[src/rtl/cfg3w_pkg.sv]
package cfg3w_pkg;

  // Frame geometry
  localparam int FRAME_BITS = 16;
  localparam int ADDR_W     = 2;
  localparam int PAY_W      = FRAME_BITS - ADDR_W;
  localparam int NUM_REGS   = 1 << ADDR_W;
  localparam int FRAC_W     = 2 * PAY_W;

  // Field widths
  localparam int CODE_W = 2;
  localparam int NDIV_W = 8;
  localparam int TEST_W = 6;
  localparam int CTRL_W = 6;

  typedef enum logic [ADDR_W-1:0] {
    ADR_FRAC_HI = 2'd0,
    ADR_FRAC_LO = 2'd1,
    ADR_DIVIDE  = 2'd2,
    ADR_CONFIG  = 2'd3
  } reg_addr_e;

  typedef struct packed {
    logic [CODE_W-1:0] ref_code;
    logic [CODE_W-1:0] bleed;
    logic [CODE_W-1:0] cp;
    logic [NDIV_W-1:0] n;
  } divide_t;

  typedef struct packed {
    logic [CODE_W-1:0] dly;
    logic [TEST_W-1:0] test;
    logic [CTRL_W-1:0] ctrl;
  } config_t;

  localparam logic [PAY_W-1:0] DEF_FRAC_HI = PAY_W'(8192);
  localparam logic [PAY_W-1:0] DEF_FRAC_LO = '0;
  localparam divide_t DEF_DIVIDE = '{ref_code: 2'd0, bleed: 2'd0, cp: 2'd3, n: 8'd177};
  localparam config_t DEF_CONFIG = '{dly: 2'd0, test: 6'd0, ctrl: 6'd15};

  function automatic logic [PAY_W-1:0] reg_default(input logic [ADDR_W-1:0] a);
    case (a)
      ADR_FRAC_HI: return DEF_FRAC_HI;
      ADR_FRAC_LO: return DEF_FRAC_LO;
      ADR_DIVIDE:  return DEF_DIVIDE;
      default:     return DEF_CONFIG;
    endcase
  endfunction

  function automatic logic [ADDR_W-1:0] frame_addr(input logic [FRAME_BITS-1:0] f);
    return f[ADDR_W-1:0];
  endfunction

  function automatic logic [PAY_W-1:0] frame_payload(input logic [FRAME_BITS-1:0] f);
    return f[FRAME_BITS-1:ADDR_W];
  endfunction

  function automatic logic [FRAC_W-1:0] join_fraction(input logic [PAY_W-1:0] hi,
                                                      input logic [PAY_W-1:0] lo);
    return {hi, lo};
  endfunction

endpackage

[src/rtl/cfg3w_sync.sv]
module cfg3w_sync #(
  parameter int                STAGES  = 2,
  parameter int                WIDTH   = 1,
  parameter logic [WIDTH-1:0]  RST_VAL = '0
) (
  input  logic             clk,
  input  logic             rst_n,
  input  logic [WIDTH-1:0] d,
  output logic [WIDTH-1:0] q
);

  logic [STAGES-1:0][WIDTH-1:0] chain;

  always_ff @(posedge clk or negedge rst_n) begin
    if (!rst_n) begin
      for (int i = 0; i < STAGES; i++) chain[i] <= RST_VAL;
    end else begin
      chain[0] <= d;
      for (int i = 1; i < STAGES; i++) chain[i] <= chain[i-1];
    end
  end

  assign q = chain[STAGES-1];

endmodule

[src/rtl/cfg3w_frame.sv]
module cfg3w_frame
  import cfg3w_pkg::*;
#(
  parameter int CNT_W = $clog2(FRAME_BITS + 2)
) (
  input  logic                  clk,
  input  logic                  rst_n,
  input  logic                  s_clk,
  input  logic                  s_dat,
  input  logic                  s_en_n,
  output logic                  clk_rise,
  output logic                  wr_fire,
  output logic [ADDR_W-1:0]     wr_addr,
  output logic [PAY_W-1:0]      wr_payload,
  output logic [FRAME_BITS-1:0] sh_word,
  output logic [CNT_W-1:0]      bit_cnt
);

  localparam logic [CNT_W-1:0] CNT_FULL = CNT_W'(FRAME_BITS);
  localparam logic [CNT_W-1:0] CNT_MAX  = CNT_W'(FRAME_BITS + 1);

  logic clk_d;
  logic en_d;
  logic en_rise;
  logic frame_full;

  always_ff @(posedge clk or negedge rst_n) begin
    if (!rst_n) begin
      clk_d <= 1'b0;
      en_d  <= 1'b1;
    end else begin
      clk_d <= s_clk;
      en_d  <= s_en_n;
    end
  end

  assign clk_rise = s_clk & ~clk_d;
  assign en_rise  = s_en_n & ~en_d;

  // Shift only inside a frame; the count saturates one past a full frame.
  always_ff @(posedge clk or negedge rst_n) begin
    if (!rst_n) begin
      sh_word <= '0;
      bit_cnt <= '0;
    end else if (s_en_n) begin
      bit_cnt <= '0;
    end else if (clk_rise) begin
      sh_word <= {sh_word[FRAME_BITS-2:0], s_dat};
      if (bit_cnt != CNT_MAX) bit_cnt <= bit_cnt + CNT_W'(1);
    end
  end

  assign frame_full = (bit_cnt == CNT_FULL);
  assign wr_fire    = en_rise & frame_full;
  assign wr_addr    = frame_addr(sh_word);
  assign wr_payload = frame_payload(sh_word);

endmodule

[src/rtl/cfg3w_regs.sv]
module cfg3w_regs
  import cfg3w_pkg::*;
(
  input  logic              clk,
  input  logic              rst_n,
  input  logic              wr_fire,
  input  logic [ADDR_W-1:0] wr_addr,
  input  logic [PAY_W-1:0]  wr_payload,
  output logic [PAY_W-1:0]  bank_hi,
  output logic [PAY_W-1:0]  bank_lo,
  output logic [PAY_W-1:0]  bank_div,
  output logic [PAY_W-1:0]  bank_cfg,
  output logic [FRAC_W-1:0] frac_q
);

  logic [NUM_REGS-1:0][PAY_W-1:0] bank;

  for (genvar a = 0; a < NUM_REGS; a++) begin : g_reg
    logic [PAY_W-1:0] q;
    logic             hit;
    assign hit = wr_fire && (wr_addr == ADDR_W'(a));
    always_ff @(posedge clk or negedge rst_n) begin
      if (!rst_n)   q <= reg_default(ADDR_W'(a));
      else if (hit) q <= wr_payload;
    end
    assign bank[a] = q;
  end

  assign bank_hi  = bank[ADR_FRAC_HI];
  assign bank_lo  = bank[ADR_FRAC_LO];
  assign bank_div = bank[ADR_DIVIDE];
  assign bank_cfg = bank[ADR_CONFIG];

  // Joined fraction: refreshed only when the lower half lands.
  logic lo_hit;
  assign lo_hit = wr_fire && (wr_addr == ADR_FRAC_LO);

  always_ff @(posedge clk or negedge rst_n) begin
    if (!rst_n)      frac_q <= join_fraction(DEF_FRAC_HI, DEF_FRAC_LO);
    else if (lo_hit) frac_q <= join_fraction(bank_hi, wr_payload);
  end

endmodule

[src/rtl/serial_cfg_slave.sv]
module serial_cfg_slave
  import cfg3w_pkg::*;
#(
  parameter int SYNC_STAGES = 2
) (
  input  logic              clk,
  input  logic              rst_n,
  input  logic              ser_clk,
  input  logic              ser_dat,
  input  logic              ser_en_n,
  output logic [FRAC_W-1:0] frac_word,
  output logic [PAY_W-1:0]  frac_hi,
  output logic [PAY_W-1:0]  frac_lo,
  output logic [CODE_W-1:0] ref_code,
  output logic [CODE_W-1:0] bleed_code,
  output logic [CODE_W-1:0] cp_level,
  output logic [NDIV_W-1:0] n_div,
  output logic [CODE_W-1:0] rst_dly,
  output logic [TEST_W-1:0] test_bits,
  output logic [CTRL_W-1:0] ctrl_bits
);

  localparam int CNT_W = $clog2(FRAME_BITS + 2);

  // Pin bundle order: {enable, clock, data}; idle is enable high.
  logic [2:0] pins_raw;
  logic [2:0] pins_s;
  logic       s_clk, s_dat, s_en_n;

  assign pins_raw = {ser_en_n, ser_clk, ser_dat};

  cfg3w_sync #(.STAGES(SYNC_STAGES), .WIDTH(3), .RST_VAL(3'b100)) u_sync (
    .clk   (clk),
    .rst_n (rst_n),
    .d     (pins_raw),
    .q     (pins_s)
  );

  assign s_en_n = pins_s[2];
  assign s_clk  = pins_s[1];
  assign s_dat  = pins_s[0];

  logic                  clk_rise;
  logic                  wr_fire;
  logic [ADDR_W-1:0]     wr_addr;
  logic [PAY_W-1:0]      wr_payload;
  logic [FRAME_BITS-1:0] sh_word;
  logic [CNT_W-1:0]      bit_cnt;

  cfg3w_frame #(.CNT_W(CNT_W)) u_frame (
    .clk        (clk),
    .rst_n      (rst_n),
    .s_clk      (s_clk),
    .s_dat      (s_dat),
    .s_en_n     (s_en_n),
    .clk_rise   (clk_rise),
    .wr_fire    (wr_fire),
    .wr_addr    (wr_addr),
    .wr_payload (wr_payload),
    .sh_word    (sh_word),
    .bit_cnt    (bit_cnt)
  );

  logic [PAY_W-1:0] bank_hi, bank_lo, bank_div, bank_cfg;

  cfg3w_regs u_regs (
    .clk        (clk),
    .rst_n      (rst_n),
    .wr_fire    (wr_fire),
    .wr_addr    (wr_addr),
    .wr_payload (wr_payload),
    .bank_hi    (bank_hi),
    .bank_lo    (bank_lo),
    .bank_div   (bank_div),
    .bank_cfg   (bank_cfg),
    .frac_q     (frac_word)
  );

  divide_t div_f;
  config_t cfg_f;

  assign div_f = divide_t'(bank_div);
  assign cfg_f = config_t'(bank_cfg);

  assign frac_hi    = bank_hi;
  assign frac_lo    = bank_lo;
  assign ref_code   = div_f.ref_code;
  assign bleed_code = div_f.bleed;
  assign cp_level   = div_f.cp;
  assign n_div      = div_f.n;
  assign rst_dly    = cfg_f.dly;
  assign test_bits  = cfg_f.test;
  assign ctrl_bits  = cfg_f.ctrl;

endmodule

[config.mk]
export PLATFORM = sky130hd
export DESIGN_NAME = serial_cfg_slave
export DESIGN_NICKNAME = d
export VERILOG_FILES = /design/src/rtl/cfg3w_pkg.sv /design/src/rtl/cfg3w_sync.sv /design/src/rtl/cfg3w_frame.sv /design/src/rtl/cfg3w_regs.sv /design/src/rtl/serial_cfg_slave.sv
export SDC_FILE = /design/constraint.sdc
export NUM_CORES = 1
export LEC_CHECK = 0
export BUFFER_PORTS_ARGS = -buffer_cell sky130_fd_sc_hd__buf_2
export CAP_MARGIN = 20
export CORE_UTILIZATION = 58
export DETAILED_ROUTE_END_ITERATION = 10
export HOLD_SLACK_MARGIN = 0.06
export PLACE_DENSITY = 0.84
export REMOVE_ABC_BUFFERS = 1
export SLEW_MARGIN = 25
export SYNTH_ARGS = -nofsm -noshare
export SYNTH_HDL_FRONTEND = slang
export SYNTH_HIERARCHICAL = 1
export SYNTH_SLANG_ARGS = --single-unit
[constraint.sdc]
create_clock -name clk -period 4 [get_ports clk]
set_input_delay 0.4 -clock clk [delete_from_list [all_inputs] [get_ports clk]]
set_output_delay 0.4 -clock clk [all_outputs]
set_load 0.05 [all_outputs]
==> out/results.ini <==
[run_status]
status=finished clean

[grt]
grt_first_pass_wirelength_um=10500
first_global_vias=2114
track_usage=0.191
antenna_found_initial=0
grt_max_degree=78
gr-total-overflow=0

[synthesis]
synth_top_cell_by_area=dfrtp_1
ys_top_cells_by_area=dfrtp_1, mux2_2, dfstp_2, buf_4, mux2_4
synth.most_common_cell=dfrtp_1
synth-edff-count=0
synth_top_cell_area_share=0.511
syn-cell-area_sq_mm=0.00412
ys_seq_area_frac=0.606
synthArstFlopShare=1.00
syn_area_per_cell_sq_um=15.8
synth_common_cells=dfrtp_1, mux2_2, buf_4
ys_ff_latch=99
ys_types=27
syn_inst=260
synth_ff_type=dfrtp_1
yosysWarnings=6

[floorplan]
rows=30
die_h_um=86.2
start_util=0.603
die_w_um=86.2
core_sq_mm=0.00683
io_pins=89
die_area_sq_mm=0.00744

[setup_path]
critPathLaunchType=flip-flop
crit_fanout=15
worstSetupPathType=flip-flop to flip-flop
cp.required_ns=4.25
timing.rr.start=u_sync/q[2]$_DFF_PN1_
r2r_end=u_regs/frac_q[5]$_DFFE_PN0P_
cp_slowest_cell=dfstp_2
cp_slowest_stage_delay_ns=0.68
arrival_ns=2.96
worst_setup_path_end_kind=flip-flop
crit_chain=inv_1 -> nor4_1 -> and3_1 -> nand3b_1 -> buf_4 -> mux2_2
r2r_cells=6
rrSetupSlack_ns=1.29

[power_and_ir_drop]
clkPwrFrac=0.345
p_total_mw=1.85
p_sw_frac=0.236
combPwrFrac=0.053
internal_power_mw=1.41
vdd_drop_max_mv=0.232
power_density_mw_per_mm2=402
leakage_nw=2.54
switchingPower_mw=0.437
sequentialPowerShare=0.603

[finish]
syn_to_final_growth_pct=11.7
post_route_cells_drive_above_1_share=0.654
diodes=0
fin_nets=330
nFillCells=495
final_area_sq_mm=0.00460
stdcell_count=423

[worst_hold_path]
whs_path_depth=1
worstHoldPathType=primary input to flip-flop
min_to=u_sync/chain[2]$_DFF_PN1_
worstHoldStart=ser_en_n

[placement]
dp.final_hpwl_um=4330
place.port_buffers=88
place_congestion=0.796
dp_cells=405
dpl_cell_area_sq_mm=0.00436

[job]
cap_violations=0

[clock_network]
cts_tree=yes
h-tree-depth=3
cts-buffers-inserted=9
clock-sinks=99
worstSkewPairLatency_ns=0.36
cts_setup_buffers=0
clock_path_buffers=2
path_clk_slew_ns=0.09
cts_root_buffer=clkbuf_8

[detailed_routing]
wl_per_cell_um=15.7
postRouteAntennaNets=0
wl_um=6640
drc=0
firstDrtPassIters=4
drtIter0Drc=96
vias_per_cell=5.13
num_vias=2169

[timing]
tns_ns=0
tightest_slew_ns=0.921
finalSetupViolCount=0
skew_ns=0.00722
hold_viol_final=0
period_share=0.679
max_freq_mhz=368
drv_slew=0
rsz0062_at_grt=no
slew_headroom=0.385
min_period_ns=2.71

==> stage by stage <==
step,setup slack (ns),util,hold slack (ns)
final,1.29,0.673,0.126
after floorplan,1.50,-,0.104
after global routing,1.09,0.673,0.107
after detailed placement,1.26,0.638,0.336
after CTS,1.25,0.668,0.109
after global placement,1.35,0.638,0.333
==> worst max-delay path by stage <==
| stage | start | cells after the start | end |
|---|---|---|---|
| finish | u_sync/q[2]$_DFF_PN1_ | 6 | u_regs/frac_q[5]$_DFFE_PN0P_ |
| global route | u_sync/q[2]$_DFF_PN1_ | 6 | u_regs/frac_q[5]$_DFFE_PN0P_ |
| detailed placement | u_sync/q[2]$_DFF_PN1_ | 6 | u_regs/frac_q[5]$_DFFE_PN0P_ |
| CTS | u_sync/q[2]$_DFF_PN1_ | 6 | u_regs/frac_q[5]$_DFFE_PN0P_ |
| global placement | u_sync/q[2]$_DFF_PN1_ | 6 | u_regs/frac_q[13]$_DFFE_PN0P_ |
| floorplan | u_sync/q[2]$_DFF_PN1_ | 5 | u_regs/frac_q[0]$_DFFE_PN0P_ |
==> final cells by class <==
type                       instances  area (sq um)  share of cell area
clock inverter                     6          65.1              0.0141
tap                               96           120              0.0261
timing repair buffer              92           495               0.108
clock buffer                      10           138              0.0299
multi-input combinational        116          1270               0.276
sequential                        99          2500               0.543
inverter                           4          16.3             0.00354
==> timing repair <==
action / CTS / global route
endpoints found under the setup margin: 0 / 0
gates resized for setup: 0 / 0
hold buffers: 0 / 1
endpoints found under the hold margin: 0 / 25
==> worst max-delay path, delay by kind of cell, from the launching register on <==
kind	cells	cell delay [ns]
mux	1	0.30
flops	1	0.68
simple gates	3	1.07
buf+inv	2	0.56
==> kinds of logic after synthesis <==
group,synth area share
buffers and inverters,0.0854
AND/OR/NAND/NOR,0.0365
multiplexers,0.255
adder cells (fa/ha/maj),0.00912
flip-flops,0.606
AO/OA/AOI/OAI,0.00760
==> metal layers <==
| layer | vias up | wire length [um] | GRT usage |
|---|---|---|---|
| met5 | - | 0 | 0 |
| met4 | 0 | 185 | 0.121 |
| met3 | 15 | 302 | 0.0400 |
| met2 | 65 | 3140 | 0.297 |
| met1 | 1097 | 3010 | 0.246 |
| li1 | 992 | - | - |
==> sequential cells by signal (all words and copies together) (netlist names) <==
name and flops:
u_frame/bit_cnt 5, u_regs/bank_div 14, u_frame/sh_word 16, u_regs/bank_hi 14, u_sync/q 3, u_regs/bank_cfg 14, u_frame/clk_d 1, u_frame/en_d 1
u_sync/chain 3, u_regs/frac_q 28
==> cells in the final DEF, fill, tap and decap left out, types with 2 or more instances in the layout <==
| cell | count |
|---|---|
| nand4_1 | 2 |
| nor2b_1 | 2 |
| ha_1 | 3 |
| dfrtp_1 | 84 |
| buf_2 | 87 |
| buf_4 | 3 |
| dfstp_2 | 15 |
| nor2_1 | 4 |
| clkinv_2 | 3 |
| mux2_4 | 10 |
| mux2_2 | 76 |
| mux2_1 | 3 |
| clkbuf_8 | 10 |
| nand2_1 | 3 |
| clkinv_4 | 2 |
| inv_1 | 3 |
| nand3b_1 | 2 |
==> power groups by stage <==
stage               Sequential, mW  Clock, mW  Combinational, mW
CTS                           1.11      0.660             0.0951
detailed placement            1.13          0             0.0940
floorplan                     1.11          0             0.0662
global route                  1.12      0.693              0.107
global placement              1.13          0             0.0909
finish                        1.11      0.637             0.0970
No activity file was read; power rests on OpenSTA's default activity.
